File: config.mk
export PLATFORM = sky130hd
export DESIGN_NAME = kbc_host_ctrl
export DESIGN_NICKNAME = d
export VERILOG_FILES = /design/src/rtl/kbc_pkg.sv /design/src/rtl/kbc_in_buf.sv /design/src/rtl/kbc_cmd_fsm.sv /design/src/rtl/kbc_out_buf.sv /design/src/rtl/kbc_host_ctrl.sv
export SDC_FILE = /design/constraint.sdc
export NUM_CORES = 1
export LEC_CHECK = 0
export BUFFER_PORTS_ARGS = -buffer_cell sky130_fd_sc_hd__buf_4
export CORE_UTILIZATION = 48
export DETAILED_ROUTE_END_ITERATION = 8
export PLACE_DENSITY = 0.77
export SYNTH_ARGS = -nofsm -noshare
export SYNTH_HDL_FRONTEND = slang
export SYNTH_SLANG_ARGS = --single-unit
File: constraint.sdc
create_clock -name clk -period 1.65 [get_ports clk]
set_clock_uncertainty 0.05 [all_clocks]
set_input_delay 0.33 -clock clk [delete_from_list [all_inputs] [get_ports clk]]
set_output_delay 0.33 -clock clk [all_outputs]
set_load 0.01 [all_outputs]
File: src/rtl/kbc_pkg.sv
package kbc_pkg;
    localparam int BYTE_W = 8;
    typedef logic [BYTE_W-1:0] kbc_byte_t;

    typedef enum logic [2:0] {
        ST_IDLE,
        ST_WAIT_CB,
        ST_WAIT_RAM,
        ST_WAIT_AUX,
        ST_SEND_KB,
        ST_SEND_AUX
    } kbc_state_e;

    localparam kbc_byte_t OP_RD_CB     = 8'h20;
    localparam kbc_byte_t OP_RD_RAM_LO = 8'h21;
    localparam kbc_byte_t OP_RD_RAM_HI = 8'h2F;
    localparam kbc_byte_t OP_WR_CB     = 8'h60;
    localparam kbc_byte_t OP_WR_RAM_LO = 8'h61;
    localparam kbc_byte_t OP_WR_RAM_HI = 8'h6F;
    localparam kbc_byte_t OP_AUX_OFF   = 8'hA7;
    localparam kbc_byte_t OP_AUX_ON    = 8'hA8;
    localparam kbc_byte_t OP_AUX_TEST  = 8'hA9;
    localparam kbc_byte_t OP_SELF_TEST = 8'hAA;
    localparam kbc_byte_t OP_KB_TEST   = 8'hAB;
    localparam kbc_byte_t OP_KB_OFF    = 8'hAD;
    localparam kbc_byte_t OP_KB_ON     = 8'hAE;
    localparam kbc_byte_t OP_TO_AUX    = 8'hD4;

    // command byte fields
    localparam int CB_KB_IRQ  = 0;
    localparam int CB_AUX_IRQ = 1;
    localparam int CB_SYS     = 2;
    localparam int CB_INH_OVR = 3;
    localparam int CB_KB_DIS  = 4;
    localparam int CB_AUX_DIS = 5;
endpackage

File: src/rtl/kbc_in_buf.sv
module kbc_in_buf
    import kbc_pkg::*;
(
    input  logic      clk,
    input  logic      rst_n,
    input  logic      host_wr,
    input  logic      host_port,
    input  kbc_byte_t host_wdata,
    input  logic      consume,
    output logic      ibf,
    output logic      ib_is_cmd,
    output kbc_byte_t ib_data
);
    logic accept;
    assign accept = host_wr && !ibf;

    always_ff @(posedge clk or negedge rst_n) begin
        if (!rst_n) begin
            ibf       <= 1'b0;
            ib_is_cmd <= 1'b0;
            ib_data   <= '0;
        end else begin
            if (accept) begin
                ibf       <= 1'b1;
                ib_is_cmd <= host_port;
                ib_data   <= host_wdata;
            end else if (consume) begin
                ibf <= 1'b0;
            end
        end
    end

    // a busy buffer keeps its byte: later writes are lost
    assert_busy_drop_R14: assert property (@(posedge clk) disable iff (!rst_n)
        (ibf && !consume) |=> (ibf && $stable(ib_data) && $stable(ib_is_cmd)));

    assert_busy_rise_R1: assert property (@(posedge clk) disable iff (!rst_n)
        $rose(ibf) |-> $past(host_wr));
endmodule

File: src/rtl/kbc_cmd_fsm.sv
module kbc_cmd_fsm
    import kbc_pkg::*;
#(
    parameter kbc_byte_t CB_RESET       = 8'h03,
    parameter kbc_byte_t SELF_TEST_PASS = 8'h55,
    parameter kbc_byte_t IF_TEST_PASS   = 8'h00
) (
    input  logic      clk,
    input  logic      rst_n,
    input  logic      ibf,
    input  logic      ib_is_cmd,
    input  kbc_byte_t ib_data,
    input  logic      kb_tx_ready,
    input  logic      ms_tx_ready,
    output logic      consume,
    output logic      kb_tx_valid,
    output logic      ms_tx_valid,
    output kbc_byte_t tx_data,
    output logic      resp_load,
    output kbc_byte_t resp_data,
    output kbc_byte_t cmd_byte
);
    kbc_state_e state, state_n;
    kbc_byte_t  ram_q;

    // decoded view of the buffered command
    kbc_state_e dec_next;
    logic       dec_resp;
    kbc_byte_t  dec_rdata;
    kbc_byte_t  dec_set;
    kbc_byte_t  dec_clr;

    logic take_cmd;
    logic cb_wr;
    logic ram_wr;

    assign tx_data = ib_data;

    always_comb begin
        dec_next  = ST_IDLE;
        dec_resp  = 1'b0;
        dec_rdata = '0;
        dec_set   = '0;
        dec_clr   = '0;
        if (ib_data == OP_RD_CB) begin
            dec_resp  = 1'b1;
            dec_rdata = cmd_byte;
        end else if (ib_data >= OP_RD_RAM_LO && ib_data <= OP_RD_RAM_HI) begin
            dec_resp  = 1'b1;
            dec_rdata = ram_q;
        end else if (ib_data == OP_WR_CB) begin
            dec_next = ST_WAIT_CB;
        end else if (ib_data >= OP_WR_RAM_LO && ib_data <= OP_WR_RAM_HI) begin
            dec_next = ST_WAIT_RAM;
        end else if (ib_data == OP_TO_AUX) begin
            dec_next = ST_WAIT_AUX;
        end else if (ib_data == OP_AUX_OFF) begin
            dec_set[CB_AUX_DIS] = 1'b1;
        end else if (ib_data == OP_AUX_ON) begin
            dec_clr[CB_AUX_DIS] = 1'b1;
        end else if (ib_data == OP_KB_OFF) begin
            dec_set[CB_KB_DIS] = 1'b1;
        end else if (ib_data == OP_KB_ON) begin
            dec_clr[CB_KB_DIS] = 1'b1;
        end else if (ib_data == OP_SELF_TEST) begin
            dec_resp  = 1'b1;
            dec_rdata = SELF_TEST_PASS;
        end else if (ib_data == OP_AUX_TEST || ib_data == OP_KB_TEST) begin
            dec_resp  = 1'b1;
            dec_rdata = IF_TEST_PASS;
        end
    end

    // state register
    always_ff @(posedge clk or negedge rst_n) begin
        if (!rst_n) state <= ST_IDLE;
        else        state <= state_n;
    end

    // next state and outputs
    always_comb begin
        state_n     = state;
        consume     = 1'b0;
        take_cmd    = 1'b0;
        resp_load   = 1'b0;
        resp_data   = dec_rdata;
        cb_wr       = 1'b0;
        ram_wr      = 1'b0;
        kb_tx_valid = 1'b0;
        ms_tx_valid = 1'b0;
        unique case (state)
            ST_IDLE, ST_WAIT_CB, ST_WAIT_RAM, ST_WAIT_AUX: begin
                if (ibf) begin
                    if (ib_is_cmd) begin
                        consume   = 1'b1;
                        take_cmd  = 1'b1;
                        resp_load = dec_resp;
                        state_n   = dec_next;
                    end else if (state == ST_WAIT_CB) begin
                        consume = 1'b1;
                        cb_wr   = 1'b1;
                        state_n = ST_IDLE;
                    end else if (state == ST_WAIT_RAM) begin
                        consume = 1'b1;
                        ram_wr  = 1'b1;
                        state_n = ST_IDLE;
                    end else if (state == ST_WAIT_AUX) begin
                        state_n = ST_SEND_AUX;
                    end else begin
                        state_n = ST_SEND_KB;
                    end
                end
            end
            ST_SEND_KB: begin
                kb_tx_valid = 1'b1;
                if (kb_tx_ready) begin
                    consume = 1'b1;
                    state_n = ST_IDLE;
                end
            end
            ST_SEND_AUX: begin
                ms_tx_valid = 1'b1;
                if (ms_tx_ready) begin
                    consume = 1'b1;
                    state_n = ST_IDLE;
                end
            end
            default: state_n = ST_IDLE;
        endcase
    end

    always_ff @(posedge clk or negedge rst_n) begin
        if (!rst_n) begin
            cmd_byte <= CB_RESET;
            ram_q    <= '0;
        end else begin
            if (cb_wr)
                cmd_byte <= ib_data;
            else if (take_cmd)
                cmd_byte <= (cmd_byte | dec_set) & ~dec_clr;
            if (ram_wr)
                ram_q <= ib_data;
        end
    end

    assert_tx_hold_R4: assert property (@(posedge clk) disable iff (!rst_n)
        (kb_tx_valid && !kb_tx_ready) |=> (kb_tx_valid && $stable(tx_data) && ibf));

    assert_tx_excl_R5: assert property (@(posedge clk) disable iff (!rst_n)
        $onehot0({kb_tx_valid, ms_tx_valid}));

    assert_cb_load_R6: assert property (@(posedge clk) disable iff (!rst_n)
        (state == ST_WAIT_CB && ibf && !ib_is_cmd) |=> (cmd_byte == $past(ib_data)));

    assert_ram_load_R7: assert property (@(posedge clk) disable iff (!rst_n)
        (state == ST_WAIT_RAM && ibf && !ib_is_cmd) |=> (ram_q == $past(ib_data)));
endmodule

File: src/rtl/kbc_out_buf.sv
module kbc_out_buf
    import kbc_pkg::*;
#(
    parameter int NSRC = 2
) (
    input  logic            clk,
    input  logic            rst_n,
    input  logic            resp_load,
    input  kbc_byte_t       resp_data,
    input  logic            host_rd_data,
    input  logic [NSRC-1:0] src_valid,
    input  kbc_byte_t       src_data [NSRC],
    input  logic [NSRC-1:0] src_en,
    input  logic [NSRC-1:0] src_drop,
    input  logic [NSRC-1:0] src_irq_en,
    output logic [NSRC-1:0] src_ready,
    output logic [NSRC-1:0] irq,
    output logic            obf,
    output logic            aux,
    output kbc_byte_t       obuf
);
    logic [NSRC:0]   free;
    logic [NSRC-1:0] take;

    assign free[0] = !obf && !resp_load;

    // lower index has priority over higher index
    for (genvar i = 0; i < NSRC; i++) begin : g_src
        assign src_ready[i] = src_en[i] && (src_drop[i] || free[i]);
        assign take[i]      = src_valid[i] && src_en[i] && !src_drop[i] && free[i];
        assign free[i+1]    = free[i] && !(src_valid[i] && src_en[i] && !src_drop[i]);
    end

    always_ff @(posedge clk or negedge rst_n) begin
        if (!rst_n) begin
            obf  <= 1'b0;
            aux  <= 1'b0;
            obuf <= '0;
            irq  <= '0;
        end else begin
            if (host_rd_data) begin
                obf <= 1'b0;
                irq <= '0;
            end
            if (resp_load) begin
                obf  <= 1'b1;
                aux  <= 1'b0;
                obuf <= resp_data;
            end else begin
                for (int k = 0; k < NSRC; k++) begin
                    if (take[k]) begin
                        obf    <= 1'b1;
                        aux    <= (k != 0);
                        obuf   <= src_data[k];
                        irq[k] <= src_irq_en[k];
                    end
                end
            end
        end
    end

    assert_rd_clears_R3: assert property (@(posedge clk) disable iff (!rst_n)
        (host_rd_data && !resp_load && take == '0) |=> (!obf && irq == '0));

    assert_hold_full_R10: assert property (@(posedge clk) disable iff (!rst_n)
        (obf && !host_rd_data && !resp_load) |=> (obf && $stable(obuf)));

    assert_irq_en_R11: assert property (@(posedge clk) disable iff (!rst_n)
        $rose(irq[0]) |-> $past(src_irq_en[0]));

    assert_drop_R12: assert property (@(posedge clk) disable iff (!rst_n)
        (src_drop[0] && src_valid[0] && !src_valid[1] && !resp_load && !obf) |=> !obf);
endmodule

File: src/rtl/kbc_host_ctrl.sv
module kbc_host_ctrl
    import kbc_pkg::*;
#(
    parameter logic [7:0] CB_RESET       = 8'h03,
    parameter logic [7:0] SELF_TEST_PASS = 8'h55,
    parameter logic [7:0] IF_TEST_PASS   = 8'h00
) (
    input  logic       clk,
    input  logic       rst_n,
    input  logic       host_wr,
    input  logic       host_rd,
    input  logic       host_port,
    input  logic [7:0] host_wdata,
    output logic [7:0] host_rdata,
    input  logic       kb_inhibit_n,
    input  logic       kb_rx_valid,
    input  logic [7:0] kb_rx_data,
    output logic       kb_rx_ready,
    input  logic       ms_rx_valid,
    input  logic [7:0] ms_rx_data,
    output logic       ms_rx_ready,
    output logic       kb_tx_valid,
    output logic [7:0] kb_tx_data,
    input  logic       kb_tx_ready,
    output logic       ms_tx_valid,
    output logic [7:0] ms_tx_data,
    input  logic       ms_tx_ready
    ,
    output logic       irq_kb,
    output logic       irq_ms
);
    localparam int NSRC = 2;

    logic      ibf, ib_is_cmd, consume;
    kbc_byte_t ib_data, tx_data, cmd_byte, resp_data, obuf;
    logic      resp_load, obf, aux, kb_blocked;
    logic [NSRC-1:0] src_ready, irq;
    kbc_byte_t src_data [NSRC];
    kbc_byte_t status;

    kbc_in_buf u_in (
        .clk, .rst_n, .host_wr, .host_port, .host_wdata,
        .consume, .ibf, .ib_is_cmd, .ib_data
    );

    kbc_cmd_fsm #(
        .CB_RESET(CB_RESET), .SELF_TEST_PASS(SELF_TEST_PASS), .IF_TEST_PASS(IF_TEST_PASS)
    ) u_fsm (
        .clk, .rst_n, .ibf, .ib_is_cmd, .ib_data, .kb_tx_ready, .ms_tx_ready,
        .consume, .kb_tx_valid, .ms_tx_valid, .tx_data, .resp_load, .resp_data,
        .cmd_byte
    );

    assign kb_blocked  = !kb_inhibit_n && !cmd_byte[CB_INH_OVR];
    assign src_data[0] = kb_rx_data;
    assign src_data[1] = ms_rx_data;

    kbc_out_buf #(.NSRC(NSRC)) u_out (
        .clk, .rst_n, .resp_load, .resp_data,
        .host_rd_data(host_rd && !host_port),
        .src_valid({ms_rx_valid, kb_rx_valid}),
        .src_data,
        .src_en({!cmd_byte[CB_AUX_DIS], !cmd_byte[CB_KB_DIS]}),
        .src_drop({1'b0, kb_blocked}),
        .src_irq_en({cmd_byte[CB_AUX_IRQ], cmd_byte[CB_KB_IRQ]}),
        .src_ready, .irq, .obf, .aux, .obuf
    );

    assign status = {2'b00, aux, !kb_inhibit_n, ib_is_cmd, cmd_byte[CB_SYS], ibf, obf};

    assign host_rdata  = host_port ? status : obuf;
    assign kb_rx_ready = src_ready[0];
    assign ms_rx_ready = src_ready[1];
    assign kb_tx_data  = tx_data;
    assign ms_tx_data  = tx_data;
    assign irq_kb      = irq[0];
    assign irq_ms      = irq[1];

    assert_kb_dis_R8: assert property (@(posedge clk) disable iff (!rst_n)
        cmd_byte[CB_KB_DIS] |-> !kb_rx_ready);

    assert_ms_dis_R8: assert property (@(posedge clk) disable iff (!rst_n)
        cmd_byte[CB_AUX_DIS] |-> !ms_rx_ready);
endmodule

==> results by group <==
Status
  • Status: finished, violations left
  • Violated checks: negative setup slack

Worst setup path
  • Worst R2R Setup Slack: -0.04 ns
  • CP Max Fanout: 2
  • Kind of critical path: reg -> out
  • Critical Path End Type: primary output
  • FF-to-FF path depth: 7
  • Startpoint types: flop
  • Critical Path RT: 1.27 ns
  • CP arrival: 1.47 ns

Timing
  • Worst relative slew slack: 64.1%
  • Setup slack after layout: -0.196 ns
  • Peak Freq: about 540 MHz
  • Unrepaired setup endpoints after global routing: yes
  • Setup violators final: 7
  • Slew @ Worst Pin: 0.539 ns
  • Setup TNS: -0.486 ns
  • Slew Limit Fails: 0
  • Final hold viol count: 0
  • Post-layout min period: around 1.8 ns
  • Final period utilization: 112%

Global routing
  • Antenna violations before repair: 0
  • Vias in the first global route: 2224
  • Largest net degree at the start of global routing: 42
  • Overall Global Routing Usage: between 20% and 30%
  • First-pass GRT wire length: 10900 µm
  • Total overflow reported by the global router: 0

Finish
  • Fillers: 359
  • Share of cells above drive strength 1: a little under three fifths
  • Fin cells: 407
  • # nets final: 373
  • Ant diodes: 0
  • Fin util: 75.5%
  • Synth-to-Final Area Change: 48.6%

Place
  • # placed instances: ~380
  • Gpl congestion: 0.843
  • DP HPWL: 4870 µm
  • # port buffers: between 60 and 70
  • Worst slack at placement: -0.0336 ns

Die
  • Die Y: roughly 73 µm
  • Core footprint: just under 0.005 mm²
  • Starting density of the core: 50.8%
  • Die area: 0.00539 mm²
  • I/O pin total: 64
  • FP Rows: 25
  • Die Width: 73.4 µm

Hold path
  • Min-delay worst type: in -> reg
  • Hold Path Stages: 3

Synth
  • Cell Area, Synth: 0.00245 mm²
  • Synthesized instance count: 236
  • Syn Area/Cell: 10.4 µm²
  • FFs w/ async S/R, synth: 100%
  • Synth top cells by count: 39 x dfrtp_1, 25 x mux2_2, 20 x a21oi_1
  • Top FF cell, synth: dfrtp_1
  • Synth area leaders: dfrtp_1 40%, mux2_2 12%, a21oi_1 4.1%
  • Synthesis Warnings: 0
  • #FFs+latches synth: 41
  • Net count after synthesis: 270
  • Post-synthesis sequential area ratio: approximately 42%
  • Largest area contributor in the netlist: dfrtp_1
  • Top-count cell post-synth: dfrtp_1
  • Synth top area share: roughly two fifths
  • Post-synthesis cell type count: 49
  • Number of synthesized flops with an enable pin: 0

Power
  • Leak pwr: 1.64 nW
  • P per Cell Area: 1770 mW/mm²
  • Max IR drop VDD: 1.21 mV
  • Tot Pwr: 6.44 mW

Job
  • Max_cap viols: 0

Drt
  • Routed wire length: 7640 µm
  • Drt pass-1 iters: 4
  • Routed Antenna Nets: 0
  • Via density: around 6.0
  • WL per Instance: 18.8 µm
  • DRC: 0
  • First DRT Iteration DRCs: 194
  • Via count: roughly 2400

Clocking
  • Clk buf depth: 2
  • CTS Buf Count: 5
  • Clock transition at the registers of the reported paths: roughly 0.090 ns
  • H-tree levels: 2
  • Clock latency on the worst-skew pair: 0.31 ns
  • Sink Count: 41
  • TritonCTS clock tree: yes
  • CTS root buffer: clkbuf_8
path summary, 6_finish.rpt:
path                                     endpoint              start
min in group asynchronous               u_out.aux              rst_n
worst max-delay path                  kb_rx_ready    u_in.ib_data[2]
worst max register to register      u_out.obuf[7]    u_in.ib_data[3]
max in group asynchronous          u_fsm.state[1]              rst_n
worst min register to register  u_fsm.cmd_byte[6]  u_fsm.cmd_byte[6]
worst min-delay path              u_in.ib_data[7]      host_wdata[7]
report_power, final:
group | internal [mW] | switching, mW
registers | 1.41 | 0.351
logic | 2.03 | 1.81
clock network | 0.453 | 0.392
what timing repair did:
action | CTS | global route
endpoints found under the setup margin | 9 | 31
cloned | 0 | 1
pin swaps | 6 | 22
buffers inserted | 7 | 17
gates resized for setup | 18 | 36
hold buffers | 1 | 0
hold endpoints to repair | 39 | 0
kinds of logic (layout without fill, tap and decap cells):
| family | count (synthesis) | after routing | synth area share (%) |
|---|---|---|---|
| and+or+nand+nor | 66 | 67 | 18.0 |
| AOI/OAI and AO/OA | 65 | 65 | 18.0 |
| DFF | 41 | 41 | 42.0 |
| muxes | 35 | 35 | 15.6 |
| buffers and inverters | 28 | 131 | 5.93 |
| xor gates and xnor gates | 1 | 1 | 0.358 |
layout by cell type (no fill, tap or decap), types with 3 or more instances in the layout:
cell	Yosys	routed
o21ai_0	11	8
dfrtp_2	0	5
a211o_1	4	4
nand2b_1	5	4
o32ai_2	0	3
buf_4	8	106
clkbuf_8	0	5
dfrtp_1	39	34
o32ai_1	8	5
a31oi_1	4	4
buf_6	0	10
o211ai_1	5	5
mux2_2	25	25
nand2_1	9	9
nand3_1	3	3
inv_1	6	5
or3_1	6	5
a21oi_1	20	17
nor2_1	9	6
nor2b_1	7	7
or4_1	5	4
mux2i_1	10	8
a21oi_2	0	3
o41ai_1	4	4
layout make-up:
cell class / count / area (µm²) / area share, %
sequential: 41 / 1030 / 28.5
timing repair buffer: 117 / 918 / 25.3
clock inverter: 3 / 46.3 / 1.27
clock buffer: 5 / 68.8 / 1.89
multi-input combinational: 168 / 1460 / 40.1
tap: 67 / 83.8 / 2.31
inverter: 6 / 25.0 / 0.688
sequential cells by signal, indices dropped and copies added (netlist names):
| name | flops |
|---|---|
| u_in.ib_data | 8 |
| u_out.aux | 1 |
| u_in.ib_is_cmd | 1 |
| u_fsm.state | 3 |
| u_out.obuf | 8 |
| u_fsm.ram_q | 8 |
| u_out.obf | 1 |
| u_out.irq | 2 |
| u_in.ibf | 1 |
| u_fsm.cmd_byte | 8 |
per-layer routing:
metal / share of wire, % / wire (µm) / vias up / track usage, %
met5: 0 / 0 / - / 0
met4: 2.6 / 197 / 0 / 11.8
met3: 6.9 / 531 / 23 / 5.76
met2: 52 / 3970 / 108 / 46.3
met1: 38 / 2940 / 1204 / 34.8
li1: - / - / 1088 / -
worst max-delay path, cell delays in order, from the launching register on:
cell and delay, ns:
dfrtp_1 0.40, nand2b_4 0.15, o21a_4 0.21, o21ai_4 0.18
a21oi_2 0.08, buf_4 0.14
metrics by stage:
step	area [µm²]	hold WS [ns]
final	3640	0.171
after global routing	3640	0.188
after CTS	3380	0.168
after detailed placement	3140	0.292
after global placement	3140	0.285
after floorplan	2450	-0.0156
(Power assumes the default switching activity.)
